$ cat config.mk
export PLATFORM = sky130hd
export DESIGN_NAME = smc_dummy_snooper
export DESIGN_NICKNAME = d
export VERILOG_FILES = /design/src/rtl/smc_snoop_pkg.sv /design/src/rtl/snoop_opcode_lut.sv /design/src/rtl/snoop_tracker.sv /design/src/rtl/snoop_byte_emitter.sv /design/src/rtl/smc_dummy_snooper.sv
export SDC_FILE = /design/constraint.sdc
export NUM_CORES = 1
export LEC_CHECK = 0
export BUFFER_PORTS_ARGS = -buffer_cell sky130_fd_sc_hd__buf_2
export CAP_MARGIN = 30
export CORE_ASPECT_RATIO = 1.1
export CORE_UTILIZATION = 59
export CTS_CLUSTER_DIAMETER = 120
export DETAILED_ROUTE_END_ITERATION = 10
export PLACE_DENSITY = 0.91
export SKIP_LAST_GASP = 1
export SLEW_MARGIN = 20
export SYNTH_ARGS = -nofsm -noshare
export SYNTH_HDL_FRONTEND = slang
export SYNTH_SLANG_ARGS = --single-unit
$ cat constraint.sdc
create_clock -name clk -period 6.4 [get_ports clk]
set_input_delay 0.32 -clock clk [delete_from_list [all_inputs] [get_ports clk]]
set_output_delay 0.32 -clock clk [all_outputs]
set_load 0.02 [all_outputs]
$ cat src/rtl/smc_snoop_pkg.sv
// Shared constants and types for the user-mode dummy cycle injector.
// Assumes the snoop index never needs more than 8 bits.
package smc_snoop_pkg;

    localparam logic [7:0] IDX_OFF   = 8'hFF;
    localparam logic [7:0] IDX_START = 8'h00;

    typedef enum logic [1:0] {
        EM_IDLE = 2'd0,
        EM_SEND = 2'd1,
        EM_DONE = 2'd2
    } emit_state_t;

endpackage

$ cat src/rtl/snoop_opcode_lut.sv
// Fixed opcode table: returns the number of dummy units a flash opcode
// needs. Unknown opcodes return 0, the same as commands without dummies.
module snoop_opcode_lut (
    input  logic [7:0] opcode,
    output logic [2:0] units
);

    // Purpose: map an opcode to its dummy unit count.
    always_comb begin
        unique case (opcode)
            8'h0B, 8'h3B, 8'h6B, 8'h3C, 8'h6C: units = 3'd1;
            8'hBB, 8'h0C, 8'hBC:               units = 3'd2;
            8'hEB, 8'hEC:                      units = 3'd4;
            default:                           units = 3'd0;
        endcase
    end

endmodule

$ cat src/rtl/snoop_tracker.sv
// Byte index tracker. It follows chip-select edges and the writes that
// are accepted, and decides whether the current write starts the dummy
// phase. It assumes cs_active does not change while a write is in flight.
module snoop_tracker
    import smc_snoop_pkg::*;
#(
    parameter int SIZE_W = 3,
    parameter int UNIT   = 8,
    parameter int CNT_W  = 6
) (
    input  logic              clk,
    input  logic              rst_n,
    input  logic              cs_active,
    input  logic              addr_4byte,
    input  logic              take,
    input  logic [2:0]        units,
    input  logic [SIZE_W-1:0] size,
    output logic              do_dummy,
    output logic [CNT_W-1:0]  dummy_count
);

    logic [7:0]       idx_q;
    logic [CNT_W-1:0] pend_q;
    logic             cs_q;
    logic             snoop_off;
    logic             at_start;
    logic [7:0]       trig_idx;
    logic [7:0]       idx_next;

    // Purpose: classify the current index against the address width.
    always_comb begin
        snoop_off   = (idx_q == IDX_OFF);
        at_start    = (idx_q == IDX_START);
        trig_idx    = addr_4byte ? 8'd5 : 8'd4;
        do_dummy    = !snoop_off && !at_start && (idx_q >= trig_idx);
        dummy_count = pend_q;
        idx_next    = idx_q + 8'(size);
    end

    // Purpose: update the index and the pending dummy count.
    always_ff @(posedge clk) begin
        if (!rst_n) begin
            idx_q  <= IDX_OFF;
            pend_q <= '0;
            cs_q   <= 1'b0;
        end else begin
            cs_q <= cs_active;
            if (cs_active && !cs_q) begin
                idx_q  <= IDX_START;
                pend_q <= '0;
            end else if (!cs_active && cs_q) begin
                idx_q  <= IDX_OFF;
                pend_q <= '0;
            end else if (take && !snoop_off) begin
                if (at_start) begin
                    if (units == 3'd0) begin
                        idx_q <= IDX_OFF;
                    end else begin
                        pend_q <= CNT_W'(units) * CNT_W'(UNIT);
                        idx_q  <= idx_next;
                    end
                end else if (do_dummy) begin
                    idx_q  <= IDX_OFF;
                    pend_q <= '0;
                end else begin
                    idx_q <= idx_next;
                end
            end
        end
    end

endmodule

$ cat src/rtl/snoop_byte_emitter.sv
// Sends a run of bytes on a valid/ready handshake. The bytes are either the
// low bytes of a word or a repeated fill value. A one-cycle done pulse
// follows the last byte. A zero-length run goes straight to done.
module snoop_byte_emitter
    import smc_snoop_pkg::*;
#(
    parameter int DATA_W = 32,
    parameter int CNT_W  = 6
) (
    input  logic              clk,
    input  logic              rst_n,
    input  logic              start,
    input  logic [CNT_W-1:0]  start_cnt,
    input  logic              start_dummy,
    input  logic [DATA_W-1:0] start_word,
    input  logic [7:0]        start_fill,
    output logic              idle,
    output logic              done,
    output logic              spi_valid,
    output logic [7:0]        spi_data,
    input  logic              spi_ready
);

    emit_state_t       state_q;
    logic [CNT_W-1:0]  left_q;
    logic [DATA_W-1:0] word_q;
    logic [7:0]        fill_q;
    logic              dummy_q;

    // Purpose: drive the handshake outputs from the state.
    always_comb begin
        idle      = (state_q == EM_IDLE);
        done      = (state_q == EM_DONE);
        spi_valid = (state_q == EM_SEND);
        spi_data  = dummy_q ? fill_q : word_q[7:0];
    end

    // Purpose: sequence the byte run and count the bytes left.
    always_ff @(posedge clk) begin
        if (!rst_n) begin
            state_q <= EM_IDLE;
            left_q  <= '0;
            word_q  <= '0;
            fill_q  <= '0;
            dummy_q <= 1'b0;
        end else begin
            unique case (state_q)
                EM_IDLE: begin
                    if (start) begin
                        left_q  <= start_cnt;
                        word_q  <= start_word;
                        fill_q  <= start_fill;
                        dummy_q <= start_dummy;
                        state_q <= (start_cnt == '0) ? EM_DONE : EM_SEND;
                    end
                end
                EM_SEND: begin
                    if (spi_ready) begin
                        word_q <= word_q >> 8;
                        left_q <= left_q - 1'b1;
                        if (left_q == CNT_W'(1)) begin
                            state_q <= EM_DONE;
                        end
                    end
                end
                default: begin
                    state_q <= EM_IDLE;
                end
            endcase
        end
    end

endmodule

$ cat src/rtl/smc_dummy_snooper.sv
// User-mode dummy cycle injector, top level. It accepts one write at a
// time and asks the tracker whether that write passes through, starts the
// dummy phase, or is ignored. It then hands the chosen byte run to the
// emitter. Assumes wr_valid/data/size stay steady until wr_ready.
module smc_dummy_snooper #(
    parameter int DATA_W = 32,
    parameter int UNIT   = 8,
    localparam int BYTES  = DATA_W / 8,
    localparam int SIZE_W = $clog2(BYTES + 1),
    localparam int CNT_W  = $clog2(4 * UNIT + 1)
) (
    input  logic              clk,
    input  logic              rst_n,
    input  logic              cs_active,
    input  logic              cs_write_en,
    input  logic              addr_4byte,
    input  logic [7:0]        dummy_fill,
    input  logic              wr_valid,
    input  logic [DATA_W-1:0] wr_data,
    input  logic [SIZE_W-1:0] wr_size,
    output logic              wr_ready,
    output logic              spi_valid,
    output logic [7:0]        spi_data,
    input  logic              spi_ready
);

    logic             em_idle;
    logic             em_done;
    logic             take_any;
    logic             take;
    logic [2:0]       units;
    logic             do_dummy;
    logic [CNT_W-1:0] dummy_count;
    logic [CNT_W-1:0] run_len;
    logic             run_dummy;

    // Purpose: decide the byte run for the write being accepted.
    always_comb begin
        take_any  = em_idle && wr_valid;
        take      = take_any && cs_write_en;
        run_dummy = cs_write_en && do_dummy;
        if (!cs_write_en) begin
            run_len = '0;
        end else if (do_dummy) begin
            run_len = dummy_count;
        end else begin
            run_len = CNT_W'(wr_size);
        end
        wr_ready = em_done;
    end

    snoop_opcode_lut u_lut (
        .opcode (wr_data[7:0]),
        .units  (units)
    );

    snoop_tracker #(
        .SIZE_W (SIZE_W),
        .UNIT   (UNIT),
        .CNT_W  (CNT_W)
    ) u_track (
        .clk         (clk),
        .rst_n       (rst_n),
        .cs_active   (cs_active),
        .addr_4byte  (addr_4byte),
        .take        (take),
        .units       (units),
        .size        (wr_size),
        .do_dummy    (do_dummy),
        .dummy_count (dummy_count)
    );

    snoop_byte_emitter #(
        .DATA_W (DATA_W),
        .CNT_W  (CNT_W)
    ) u_emit (
        .clk         (clk),
        .rst_n       (rst_n),
        .start       (take_any),
        .start_cnt   (run_len),
        .start_dummy (run_dummy),
        .start_word  (wr_data),
        .start_fill  (dummy_fill),
        .idle        (em_idle),
        .done        (em_done),
        .spi_valid   (spi_valid),
        .spi_data    (spi_data),
        .spi_ready   (spi_ready)
    );

endmodule

# Word level (Yosys, flattened, before mapping)
# Index checks and enable logic that the tools add are counted.
classes:
  n_lt_le_gt_ge: 1
  n_eq_ne: 18
  muxes: 25
  add_sub_neg: 2
  bitwise_logic: 1
  reduce_logical: 27
op_table:
  columns: ["op", "count"]
  rows:
  - ["32-bit two-way mux", 2]
  - ["32-bit one-hot mux with 2 select lines", 1]
  - ["8-bit two-way mux", 7]
  - ["6-bit two-way mux", 7]
  - ["8-bit equality test, second input constant", 5]
  - ["8-bit by 4-bit equality test with 1-bit output, second input constant", 2]
  - ["8-bit by 6-bit equality test with 1-bit output, second input constant", 2]
  - ["8-bit by 7-bit equality test with 1-bit output, second input constant", 2]
  - ["6-bit one-hot mux with 2 select lines", 1]
  - ["3-bit one-hot mux with 3 select lines", 1]
  - ["3-bit AND reduction", 3]
  - ["8-bit by 3-bit adder with 8-bit output", 1]
  - ["8-bit >= comparator", 1]
  - ["1-bit logical AND", 8]
  - ["8-bit zero test", 1]
  - ["2-bit two-way mux", 4]
  - ["6-bit by 1-bit equality test with 1-bit output, second input constant", 1]
  - ["6-bit zero test", 1]
  - ["2-bit by 1-bit inequality test with 1-bit output, second input constant", 3]
  - ["3-bit OR reduction", 2]
  - ["6-bit by 1-bit subtractor with 6-bit output, second input constant", 1]
  - ["5-bit OR reduction", 1]
  - ["1-bit zero test", 4]
  - ["2-bit one-hot mux with 2 select lines", 1]
  - ["11 further kinds", 12]
word_totals:
  output_inout_bits: 10
  word_cells: 82
  reg_bits: 64

# Depth between registers and ports, before layout
# Gate-level depths: netlist of the first run.
depth:
  word_depth: 10
  mapped_depth: 8
  ltp_nobuf: 8

# By module
# Synthesis of the first run repeated with hierarchy kept, for this count alone.
hier_totals:
  hier_cells: 399
  hier_area_um2: 3190.6
modules_own_cells:
  columns: ["mod", "cells_per_inst", "n_inst", "area_each_um2"]
  rows:
  - ["snoop_byte_emitter", 275, 1, 2225.9]
  - ["snoop_tracker", 94, 1, 754.5]
  - ["snoop_opcode_lut", 17, 1, 107.6]
  - ["smc_dummy_snooper", 13, 1, 102.6]

# Worst setup path after synthesis of the first run
# No wires, ideal clock.
synth_timing:
  kind: "register to register"
  startpoint: "register u_track.idx_q[0]"
  endpoint: "register u_track.idx_q[2]"
  path_buffers: 0
  path_slack_ps: 4353
  setup_time_ps: 137
  arrival_ps: 1910
  stages_incl_launch_ff: 8
  synth_period_minus_slack_ps: 2047
  path_cell_list: "dfxtp_1 -> inv_1 -> ha_1 -> or3b_2 -> a211oi_4 -> or2_4 -> a41o_4 -> o211ai_2"
synth_via:
  elab_chain_cells: 9
synth_rtl:
  columns: ["element", "line_no", "text"]
  rows:
  - ["start, declared", "snoop_tracker.sv:22", "logic [7:0] idx_q;"]
  - ["start signal, assigned", "snoop_tracker.sv:60", "idx_q <= idx_next;"]
  - ["start signal, assigned", "snoop_tracker.sv:66", "idx_q <= idx_next;"]
  - ["parallel branches: the longest is 9 deep, another holds 8-bit >= comparator", null, null]
# Parallel ways; which one is timed is not known. The select of a mux whose other input is x is not followed.
# A chain may end at the register's enable or synchronous reset.

# Worst setup path in the final report of the first run
layout_timing:
  startpoint: "register u_emit.state_q[1]"
  endpoint: "register u_emit.left_q[3]"
layout_via:
  elab_chain_cells: 4
layout_rtl:
  columns: ["element", "line_no", "text"]
  rows:
  - ["start, declared", "snoop_byte_emitter.sv:24", "emit_state_t state_q;"]
  - ["start signal, assigned", "snoop_byte_emitter.sv:54", "state_q <= (start_cnt == '0) ? EM_DONE : EM_SEND;"]
  - ["2-bit zero test", "snoop_byte_emitter.sv:32, snoop_byte_emitter.sv:47", null]
  - ["1-bit logical AND", "smc_dummy_snooper.sv:39", "take_any = em_idle && wr_valid;"]
  - ["2-bit by 1-bit inequality test with 1-bit output (no source line)", null, null]
  - ["3-bit AND reduction (no source line)", null, null]
  - ["end signal, assigned", "snoop_byte_emitter.sv:50", "left_q <= start_cnt;"]
  - ["end signal, assigned", "snoop_byte_emitter.sv:60", "left_q <= left_q - 1'b1;"]
  - ["end, declared", "snoop_byte_emitter.sv:25", "logic [CNT_W-1:0] left_q;"]
# Several ways; a longest one is shown, not always the timed one.

==> impl_metrics.env, run 1 <==
export IMPL_synth_fa_ha_area_share_pct=3.47
export IMPL_dp_hpwl_um=4930
export IMPL_pre_cts_ws_ns=3.76
export IMPL_grt_ovfl_total=0
export IMPL_reg2reg_depth=8
export IMPL_grt_usage_pct=27.5
export IMPL_critPathKind="register to register"
export IMPL_grt_max_degree=56
export IMPL_r2r_start="u_emit.state_q[1]"
export IMPL_synth_warnings=0
export IMPL_synth_top_family_by_area="simple AND/OR/NAND/NOR gates"
export IMPL_final_area_um2=3530
export IMPL_cp_start_kind="register"
export IMPL_clock_sinks=61
export IMPL_outcome="completed"
export IMPL_max_freq_mhz=368
export IMPL_r2r_slack_ns=3.69
export IMPL_dieWidth_um=70.3
export IMPL_insertion_delay_ns=0.34
export IMPL_grt_pass1_vias=2706
export IMPL_synth_avg_cell_area_um2=8.15
export IMPL_ctsHoldBuffers=0
export IMPL_cp_end_kind="register"
export IMPL_via_per_inst=5.93
export IMPL_synth_simple_area_share_pct=25.7
export IMPL_gp_congestion=0.892
export IMPL_final_core_util_pct=73.8
export IMPL_die_area_um2=5420
export IMPL_antennaDiodeCount=0
export IMPL_worst_slack_ns=3.69
export IMPL_async_flop_share_pct=0
export IMPL_synth_compound_area_share_pct=21.9
export IMPL_rows=26
export IMPL_ioPinCount=60
export IMPL_p_leak_uw=0.00148
export IMPL_worst_pin_slew_ns=0.899
export IMPL_yosys_area_top_type_share_pct=40.4
export IMPL_r2r_end="u_emit.left_q[3]"
export IMPL_first_pass_iters=6
export IMPL_syn_nets=428
export IMPL_synth_area_top_cells="dfxtp_1 (40%), nand2_1 (10%), a311oi_1 (6.9%)"
export IMPL_slew_headroom_pct=40.0
export IMPL_min_to="u_emit.fill_q[1]"
export IMPL_initial_core_util_pct=63.3
export IMPL_setup_tns_ns=0
export IMPL_finClkSkew_ns=0.00566
export IMPL_clk_path_buf_depth=2
export IMPL_placement_io_buffers=59
export IMPL_post_route_min_period_ns=2.71
export IMPL_first_iter_violations=276
export IMPL_final_nets=480
export IMPL_grt_pass1_wl_um=12000
export IMPL_finalCritPeriodShare_pct=42.4
export IMPL_synthXorXnorAreaFrac_pct=1.16
export IMPL_ant_nets=0
export IMPL_drt_total_wl_um=7140
export IMPL_ir_drop_mv=0.213
export IMPL_ys_flop_type="dfxtp_1"
export IMPL_powerDensity_nw_per_um2=273
export IMPL_cts_setup_buffers=0
export IMPL_yosysSeqAreaShare_pct=40.4
export IMPL_drive_gt1_share_pct=23.8
export IMPL_synth_edf_count=0
export IMPL_cts_tree="built"
export IMPL_core_area_um2=4780
export IMPL_syn_instance_count=371
export IMPL_synthMuxAreaShare_pct=3.31
export IMPL_vias=2872
export IMPL_critical_path_arrival_ns=2.95
export IMPL_cts_repair_resized=0
export IMPL_antenna_found_initial=0
export IMPL_cts_buffers_inserted=9
export IMPL_slew_violations=0
export IMPL_wl_per_cell_um=14.8
export IMPL_drv_cap=0
export IMPL_netlist_area_um2=3030
export IMPL_clockRootBuffer="clkbuf_8"
export IMPL_hold_class="input port to register"
export IMPL_hold_viol=0
export IMPL_ys_ff_latch=61
export IMPL_worstHoldStart="dummy_fill[1]"
export IMPL_final_setup_viol_count=0
export IMPL_whs_path_depth=3
export IMPL_worstPathMaxFanout=55
export IMPL_synth_cell_types=53
export IMPL_place_area_um2=3330
export IMPL_rsz0062_at_grt="no"
export IMPL_cts_clk_slew_worst_paths_ns=0.07
export IMPL_area_growth_synth_to_final_pct=16.7
export IMPL_required_ns=6.63
export IMPL_fin_hold_ws_ns=0.211
export IMPL_htree_num_levels=3
export IMPL_drc_errors=0
export IMPL_die_h_um=77.1
export IMPL_synth_top_area_cell="dfxtp_1"
synthesized netlist by cell type, drive strengths merged, types with 2 or more instances:
library cell and count:
xor2 2, buf 6, a31oi 4, nor3 5, or3 3, a22o 4
o2111ai 3, nor2b 3, nor3b 5, ha 6, o21ai 11, mux2 8
a21oi 19, a221oi 2, dfxtp 61, a211oi 2, and2 2, nand2b 3
nor2 43, nand4 4, o211ai 3, clkbuf 16, o31ai 2, a311oi 24
nand2 81, xnor2 2, nand3 13, inv 10, a22oi 8
metal layers:
metal	vias to the layer above	track usage, %	wire (um)
met4	0	11.4	95
met1	1333	34.5	3140
met2	98	46.1	3450
met3	12	4.99	457
li1	1429	-	-
met5	-	0	0
critical path, cell delays in order, from the launching register on:
cell      delay [ns]
dfxtp_1         0.36
nand2b_1        0.16
buf_4           0.23
inv_1           0.69
a21o_1          0.22
buf_4           0.42
o21ai_0         0.17
a221oi_1        0.27
nor2_1          0.07
kinds of logic after synthesis:
| group | after synthesis |
|---|---|
| AOI/OAI and AO/OA | 87 |
| buffers and inverters | 32 |
| DFF | 61 |
| adders and majority gates | 8 |
| and+or+nand+nor | 170 |
| muxes | 9 |
| xor gates and xnor gates | 4 |
layout make-up:
type | count | area (um^2)
Sequential cell | 61 | 1220
Clock inverter | 7 | 75.1
Multi-Input combinational cell | 278 | 1680
Timing Repair Buffer | 63 | 323
Tap cell | 56 | 70.1
Fill cell | 366 | 1250
Clock buffer | 9 | 124
Inverter | 10 | 37.5
worst max path at each step:
stage | startpoint | end | slack [ns]
3_3_place_gp | u_emit.state_q[1] | u_emit.left_q[3] | 3.81
5_1_grt | u_emit.state_q[0] | u_emit.left_q[3] | 3.43
2_1_floorplan | u_track.idx_q[0] | u_track.idx_q[2] | 4.35
3_5_place_dp | u_emit.state_q[1] | u_emit.left_q[3] | 3.76
6_report | u_emit.state_q[1] | u_emit.left_q[3] | 3.69
4_1_cts | u_emit.state_q[1] | u_emit.left_q[3] | 3.73
flip-flops by register name (all words and copies together) (netlist names):
| register | count |
|---|---|
| u_emit.dummy_q | 1 |
| u_emit.fill_q | 8 |
| u_emit.left_q | 6 |
| u_emit.state_q | 2 |
| u_emit.word_q | 32 |
| u_track.cs_q | 1 |
| u_track.dummy_count | 3 |
| u_track.idx_q | 8 |
layout by cell type (no fill, tap or decap), drive strengths merged, types with 6 or more instances in the layout:
master / instances
a21oi: 19
a22oi: 8
a311oi: 24
buf: 63
clkbuf: 9
dfxtp: 61
ha: 6
inv: 11
mux2: 8
nand2: 81
nand3: 13
nor2: 43
o21ai: 11
power by group:
group / internal (uW) / leakage, uW / total (uW) / switching, uW
registers: 413 / 0.000503 / 441 / 27.7
clock network: 181 / 0.0000918 / 342 / 162
logic: 75.8 / 0.000885 / 181 / 105
total: 670 / 0.00148 / 964 / 294
stage by stage:
stage / cells / power (uW)
floorplan: 371 / 572
global placement: 467 / 617
detailed placement: 467 / 624
CTS: 483 / 963
global route: 484 / 1010
finish: 484 / 964
No activity file was read; power rests on OpenSTA's default activity.
==> run 2, diff against run 1 <==
--- a/config.mk
+++ b/config.mk
@@ -8,10 +8,10 @@
 export BUFFER_PORTS_ARGS = -buffer_cell sky130_fd_sc_hd__buf_2
 export CAP_MARGIN = 30
 export CORE_ASPECT_RATIO = 1.1
-export CORE_UTILIZATION = 59
+export CORE_UTILIZATION = 49
 export CTS_CLUSTER_DIAMETER = 120
 export DETAILED_ROUTE_END_ITERATION = 10
-export PLACE_DENSITY = 0.91
+export PLACE_DENSITY = 0.81
 export SKIP_LAST_GASP = 1
 export SLEW_MARGIN = 20
 export SYNTH_ARGS = -nofsm -noshare
==> constraint.sdc (replaced) <==
create_clock -name clk -period 2.3 [get_ports clk]
set_input_delay 0.115 -clock clk [delete_from_list [all_inputs] [get_ports clk]]
set_output_delay 0.115 -clock clk [all_outputs]
set_load 0.02 [all_outputs]
==> run 2 against run 1 <==
Net effect: hold slack lost 0.20 ns; first-iteration DRC count down 23%; register-to-register slack worse by 3.6 ns; clock skew increased by 0.00084 ns; largest power group unchanged; critical endpoint is now u_track.idx_q[2]; sequential cell count unchanged; via count is essentially flat; critical path depth decreased by 1; setup slack worse by 3.6 ns; count of clock-buffer cells in the layout rose by 3.
==> impl_metrics.env, run 2 (synthesis results as in run 1) <==
export IMPL_outcome="completed"
export IMPL_grt_ovfl_total=0
export IMPL_cts_buffers_inserted=9
export IMPL_die_area_um2=6490
export IMPL_first_pass_iters=4
export IMPL_ir_drop_mv=0.415
export IMPL_p_int_uw=2120
export IMPL_rows=29
export IMPL_hold_class="input port to register"
export IMPL_rsz0062_at_grt="no"
export IMPL_hold_viol=0
export IMPL_grt_pass1_vias=2651
export IMPL_worstHoldStart="dummy_fill[2]"
export IMPL_r2r_start="u_track.idx_q[0]"
export IMPL_cts_tree="built"
export IMPL_p_sw_uw=767
export IMPL_drc_errors=0
export IMPL_drv_cap=0
export IMPL_htree_num_levels=3
export IMPL_cts_repair_resized=0
export IMPL_place_area_um2=3380
export IMPL_layout_common_cells="nand2_1 (81), dfxtp_1 (61), buf_2 (59)"
export IMPL_dp_hpwl_um=5120
export IMPL_finClkSkew_ns=0.00650
export IMPL_powerDensity_nw_per_um2=797
export IMPL_drt_total_wl_um=7290
export IMPL_initial_core_util_pct=51.5
export IMPL_fin_cells=506
export IMPL_clock_sinks=61
export IMPL_antennaDiodeCount=0
export IMPL_cp_end_kind="register"
export IMPL_cts_setup_buffers=0
export IMPL_clock_power_share_pct=39.9
export IMPL_min_to="u_emit.fill_q[2]"
export IMPL_via_per_inst=5.68
export IMPL_cp_start_kind="register"
export IMPL_dieWidth_um=76.9
export IMPL_die_h_um=84.4
export IMPL_grt_usage_pct=23.8
export IMPL_worst_pin_slew_ns=0.803
export IMPL_first_iter_violations=213
export IMPL_slew_violations=0
export IMPL_wl_per_cell_um=14.4
export IMPL_final_setup_viol_count=0
export IMPL_placement_io_buffers=59
export IMPL_grt_max_degree=49
export IMPL_pwr_share_seq_pct=42.4
export IMPL_critical_path_arrival_ns=2.41
export IMPL_post_route_min_period_ns=2.21
export IMPL_antenna_found_initial=0
export IMPL_ctsHoldBuffers=0
export IMPL_whs_path_depth=3
export IMPL_layout_commonest_cell="nand2_1"
export IMPL_max_freq_mhz=452
export IMPL_final_nets=481
export IMPL_ioPinCount=60
export IMPL_ant_nets=0
export IMPL_insertion_delay_ns=0.33
export IMPL_r2r_slack_ns=0.09
export IMPL_final_area_um2=3620
export IMPL_top_regs="u_emit.word_q (32), u_emit.fill_q (8), u_track.idx_q (8)"
export IMPL_setup_tns_ns=0
export IMPL_largest_reg_flops=32
export IMPL_regMostFlops="u_emit.word_q"
export IMPL_r2r_end="u_track.idx_q[2]"
export IMPL_dp_cells=490
export IMPL_combinationalPowerShare_pct=17.7
export IMPL_critPathKind="register to register"
export IMPL_reg2reg_depth=7
export IMPL_core_area_um2=5880
export IMPL_vias=2873
export IMPL_p_leak_uw=0.00152
export IMPL_worstPathMaxFanout=8
export IMPL_gp_congestion=0.871
export IMPL_finalCritPeriodShare_pct=96.2
export IMPL_slew_headroom_pct=46.4
export IMPL_fin_hold_ws_ns=0.0144
export IMPL_cts_clk_slew_worst_paths_ns=0.07
export IMPL_area_growth_synth_to_final_pct=19.6
export IMPL_clockRootBuffer="clkbuf_8"
export IMPL_switching_share_pct=26.6
export IMPL_clk_path_buf_depth=2
export IMPL_drive_gt1_share_pct=23.5
export IMPL_grt_pass1_wl_um=12300
export IMPL_required_ns=2.50
[run 2: layout make-up]
type	instances	area (um^2)
clock buffer	12	145
clock inverter	4	95.1
fill	543	2260
inverter	10	37.5
multi-input combinational	278	1680
sequential	61	1220
tap	77	96.3
timing repair buffer	64	345
[run 2: critical path, stage by stage (launching register included)]
cell and delay, ns:
dfxtp_1 0.40, inv_1 0.06, ha_1 0.26, or3b_2 0.47, a211oi_4 0.32, or2_4 0.20
a41o_4 0.25, o211ai_2 0.11
[run 2: how the worst max path moves through the flow]
stage / from / endpoint / slack (ns) / depth (start not counted)
finish: u_track.idx_q[0] / u_track.idx_q[2] / 0.09 / 7
CTS: u_track.idx_q[0] / u_track.idx_q[2] / 0.1 / 7
detailed placement: u_track.idx_q[0] / u_track.idx_q[2] / 0.12 / 7
global placement: u_track.idx_q[0] / u_track.idx_q[2] / 0.18 / 7
floorplan: u_track.idx_q[0] / u_track.idx_q[2] / 0.25 / 7
global route: u_track.idx_q[0] / u_track.idx_q[2] / 0.001 / 7
[run 2: power groups by stage]
stage                     combinational (uW)  clock, uW  sequential, uW
after global placement                   491          0            1240
final                                    512       1150            1220
after CTS                                510       1170            1220
after floorplan                          370          0            1220
after global routing                     569       1220            1230
after detailed placement                 505          0            1240
[run 2: per-layer routing]
metal	track usage (%)	share of wire, %
met4	12.8	2.1
met5	0	0
met2	37.0	46
met1	30.9	46
met3	4.89	5.2
[run 2: metrics by stage]
stage	total power, uW	worst slack, ns	util (%)
finish	2880	0.0876	61.6
global placement	1730	0.182	57.5
floorplan	1590	0.253	-
detailed placement	1750	0.119	57.5
CTS	2900	0.0957	61.6
global route	3020	0.00140	61.6
==> run 3, diff against run 2 <==
--- a/config.mk
+++ b/config.mk
@@ -12,6 +12,7 @@
 export CTS_CLUSTER_DIAMETER = 120
 export DETAILED_ROUTE_END_ITERATION = 10
 export PLACE_DENSITY = 0.81
+export SETUP_SLACK_MARGIN = 0.3
 export SKIP_LAST_GASP = 1
 export SLEW_MARGIN = 20
 export SYNTH_ARGS = -nofsm -noshare
==> run 3 against run 2 <==
Net effect: die area unchanged; clock skew increased by 0.0023 ns; critical path depth unchanged; sequential cell count unchanged; via count increased by 1.1%.
==> impl_metrics.env, run 3 (synthesis results as in run 1) <==
export IMPL_finalPower_uw=2640
export IMPL_drt_total_wl_um=7590
export IMPL_setup_tns_ns=0
export IMPL_grt_max_degree=37
export IMPL_area_growth_synth_to_final_pct=21.6
export IMPL_ant_nets=0
export IMPL_initial_core_util_pct=51.5
export IMPL_die_area_um2=6490
export IMPL_layout_commonest_cell="nand2_1"
export IMPL_worst_pin_slew_ns=0.473
export IMPL_first_iter_violations=198
export IMPL_gp_congestion=0.853
export IMPL_endpoint="u_track.idx_q[3]"
export IMPL_drc_errors=0
export IMPL_cp_end_kind="register"
export IMPL_finClkSkew_ns=0.00880
export IMPL_drv_cap=0
export IMPL_core_area_um2=5880
export IMPL_rows=29
export IMPL_die_h_um=84.4
export IMPL_reg2reg_depth=7
export IMPL_critical_path_arrival_ns=2.22
export IMPL_fin_cells=513
export IMPL_final_core_util_pct=62.6
export IMPL_clock_sinks=61
export IMPL_required_ns=2.50
export IMPL_critPathKind="register to register"
export IMPL_first_pass_iters=4
export IMPL_top_regs="u_emit.word_q (32), u_emit.fill_q (8), u_track.idx_q (8)"
export IMPL_crit_path_top_delay_cell="dfxtp_4"
export IMPL_cts_clk_slew_worst_paths_ns=0.07
export IMPL_grt_ovfl_total=0
export IMPL_layout_common_cells="nand2_1 (81), buf_2 (59), dfxtp_1 (59)"
export IMPL_hold_class="input port to register"
export IMPL_dp_hpwl_um=5300
export IMPL_grt_usage_pct=24.0
export IMPL_clk_path_buf_depth=2
export IMPL_rsz0062_at_grt="yes"
export IMPL_max_freq_mhz=496
export IMPL_final_area_um2=3680
export IMPL_crit_chain="inv_4 > ha_4 > or3b_4 > a211oi_4 > or2_4 > a41o_4 > nand3_2"
export IMPL_slew_headroom_pct=68.4
export IMPL_slew_violations=0
export IMPL_final_setup_viol_count=0
export IMPL_vias=2906
export IMPL_ioPinCount=60
export IMPL_insertion_delay_ns=0.34
export IMPL_regMostFlops="u_emit.word_q"
export IMPL_dp_cells=492
export IMPL_final_nets=488
export IMPL_post_route_min_period_ns=2.02
export IMPL_cts_tree="built"
export IMPL_via_per_inst=5.66
export IMPL_drive_gt1_share_pct=26.8
export IMPL_cts_buffers_inserted=9
export IMPL_grt_pass1_vias=2714
export IMPL_finalCritPeriodShare_pct=87.7
export IMPL_place_area_um2=3400
export IMPL_r2r_slack_ns=0.28
export IMPL_largest_reg_flops=32
export IMPL_dieWidth_um=76.9
export IMPL_p_leak_uw=0.00152
export IMPL_hold_viol=0
export IMPL_outcome="completed"
export IMPL_grt_pass1_wl_um=12300
export IMPL_htree_num_levels=3
export IMPL_r2r_end="u_track.idx_q[3]"
export IMPL_clockRootBuffer="clkbuf_8"
export IMPL_antenna_found_initial=0
export IMPL_antennaDiodeCount=0
export IMPL_r2r_start="u_track.idx_q[0]"
export IMPL_crit_path_max_incr_delay_ns=0.39
export IMPL_powerDensity_nw_per_um2=716
export IMPL_cp_start_kind="register"
export IMPL_ir_drop_mv=0.368
export IMPL_startpoint="u_track.idx_q[0]"
export IMPL_wl_per_cell_um=14.8
export IMPL_worstPathMaxFanout=8
export IMPL_placement_io_buffers=59
-- run 3: cell type report --
type,instances,area (um^2)
timing repair buffer,71,403
sequential,61,1230
fill,520,2200
multi-input combinational,278,1730
tap,77,96.3
clock buffer,13,159
clock inverter,3,20.0
inverter,10,40.0
-- run 3: how the worst min path moves through the flow --
stage / from / endpoint / slack [ns] / depth (start not counted)
3_5_place_dp: dummy_fill[5] / u_emit.fill_q[5] / 0.36 / 3
6_report: dummy_fill[4] / u_emit.fill_q[4] / 0.01 / 3
3_3_place_gp: dummy_fill[5] / u_emit.fill_q[5] / 0.36 / 3
4_1_cts: dummy_fill[3] / u_emit.fill_q[3] / 0.001 / 3
5_1_grt: dummy_fill[3] / u_emit.fill_q[3] / 0.007 / 3
2_1_floorplan: cs_active / u_track.cs_q / 0.24 / 1
-- run 3: power breakdown --
| group | total (uW) | internal, uW | switching, uW |
|---|---|---|---|
| clock | 866 | 449 | 417 |
| combinational | 541 | 237 | 304 |
| sequential | 1230 | 1150 | 77.0 |
| total | 2640 | 1840 | 798 |
-- run 3: layer usage --
| layer | share of wire [%] | global-route usage (%) | vias to the layer above |
|---|---|---|---|
| li1 | - | - | 1450 |
| met1 | 44 | 28.9 | 1354 |
| met2 | 49 | 39.9 | 87 |
| met3 | 5.2 | 6.30 | 15 |
| met4 | 2.0 | 11.0 | 0 |
| met5 | 0 | 0 | - |
-- run 3: through the flow --
stage	setup slack (ns)	hold WS, ns
2_1_floorplan	0.326	0.237
6_report	0.284	0.0111
4_1_cts	0.308	0.00108
3_5_place_dp	0.204	0.363
3_3_place_gp	0.243	0.358
5_1_grt	0.250	0.00702
-- run 3: what timing repair did --
item	4_1_cts	5_1_grt
gates resized for setup	4	11
setup buffers	2	1
hold buffers	2	0
endpoints found under the setup margin	17	14
pin swaps	4	9
hold endpoints to repair	2	0
-- run 3: critical path: cells and delay by family, from the launching register on --
family | cells | cell delay [ns]
compound gates | 2 | 0.57
fa+ha+maj | 1 | 0.20
buf+inv | 1 | 0.04
flops | 1 | 0.39
simple gates | 3 | 0.67
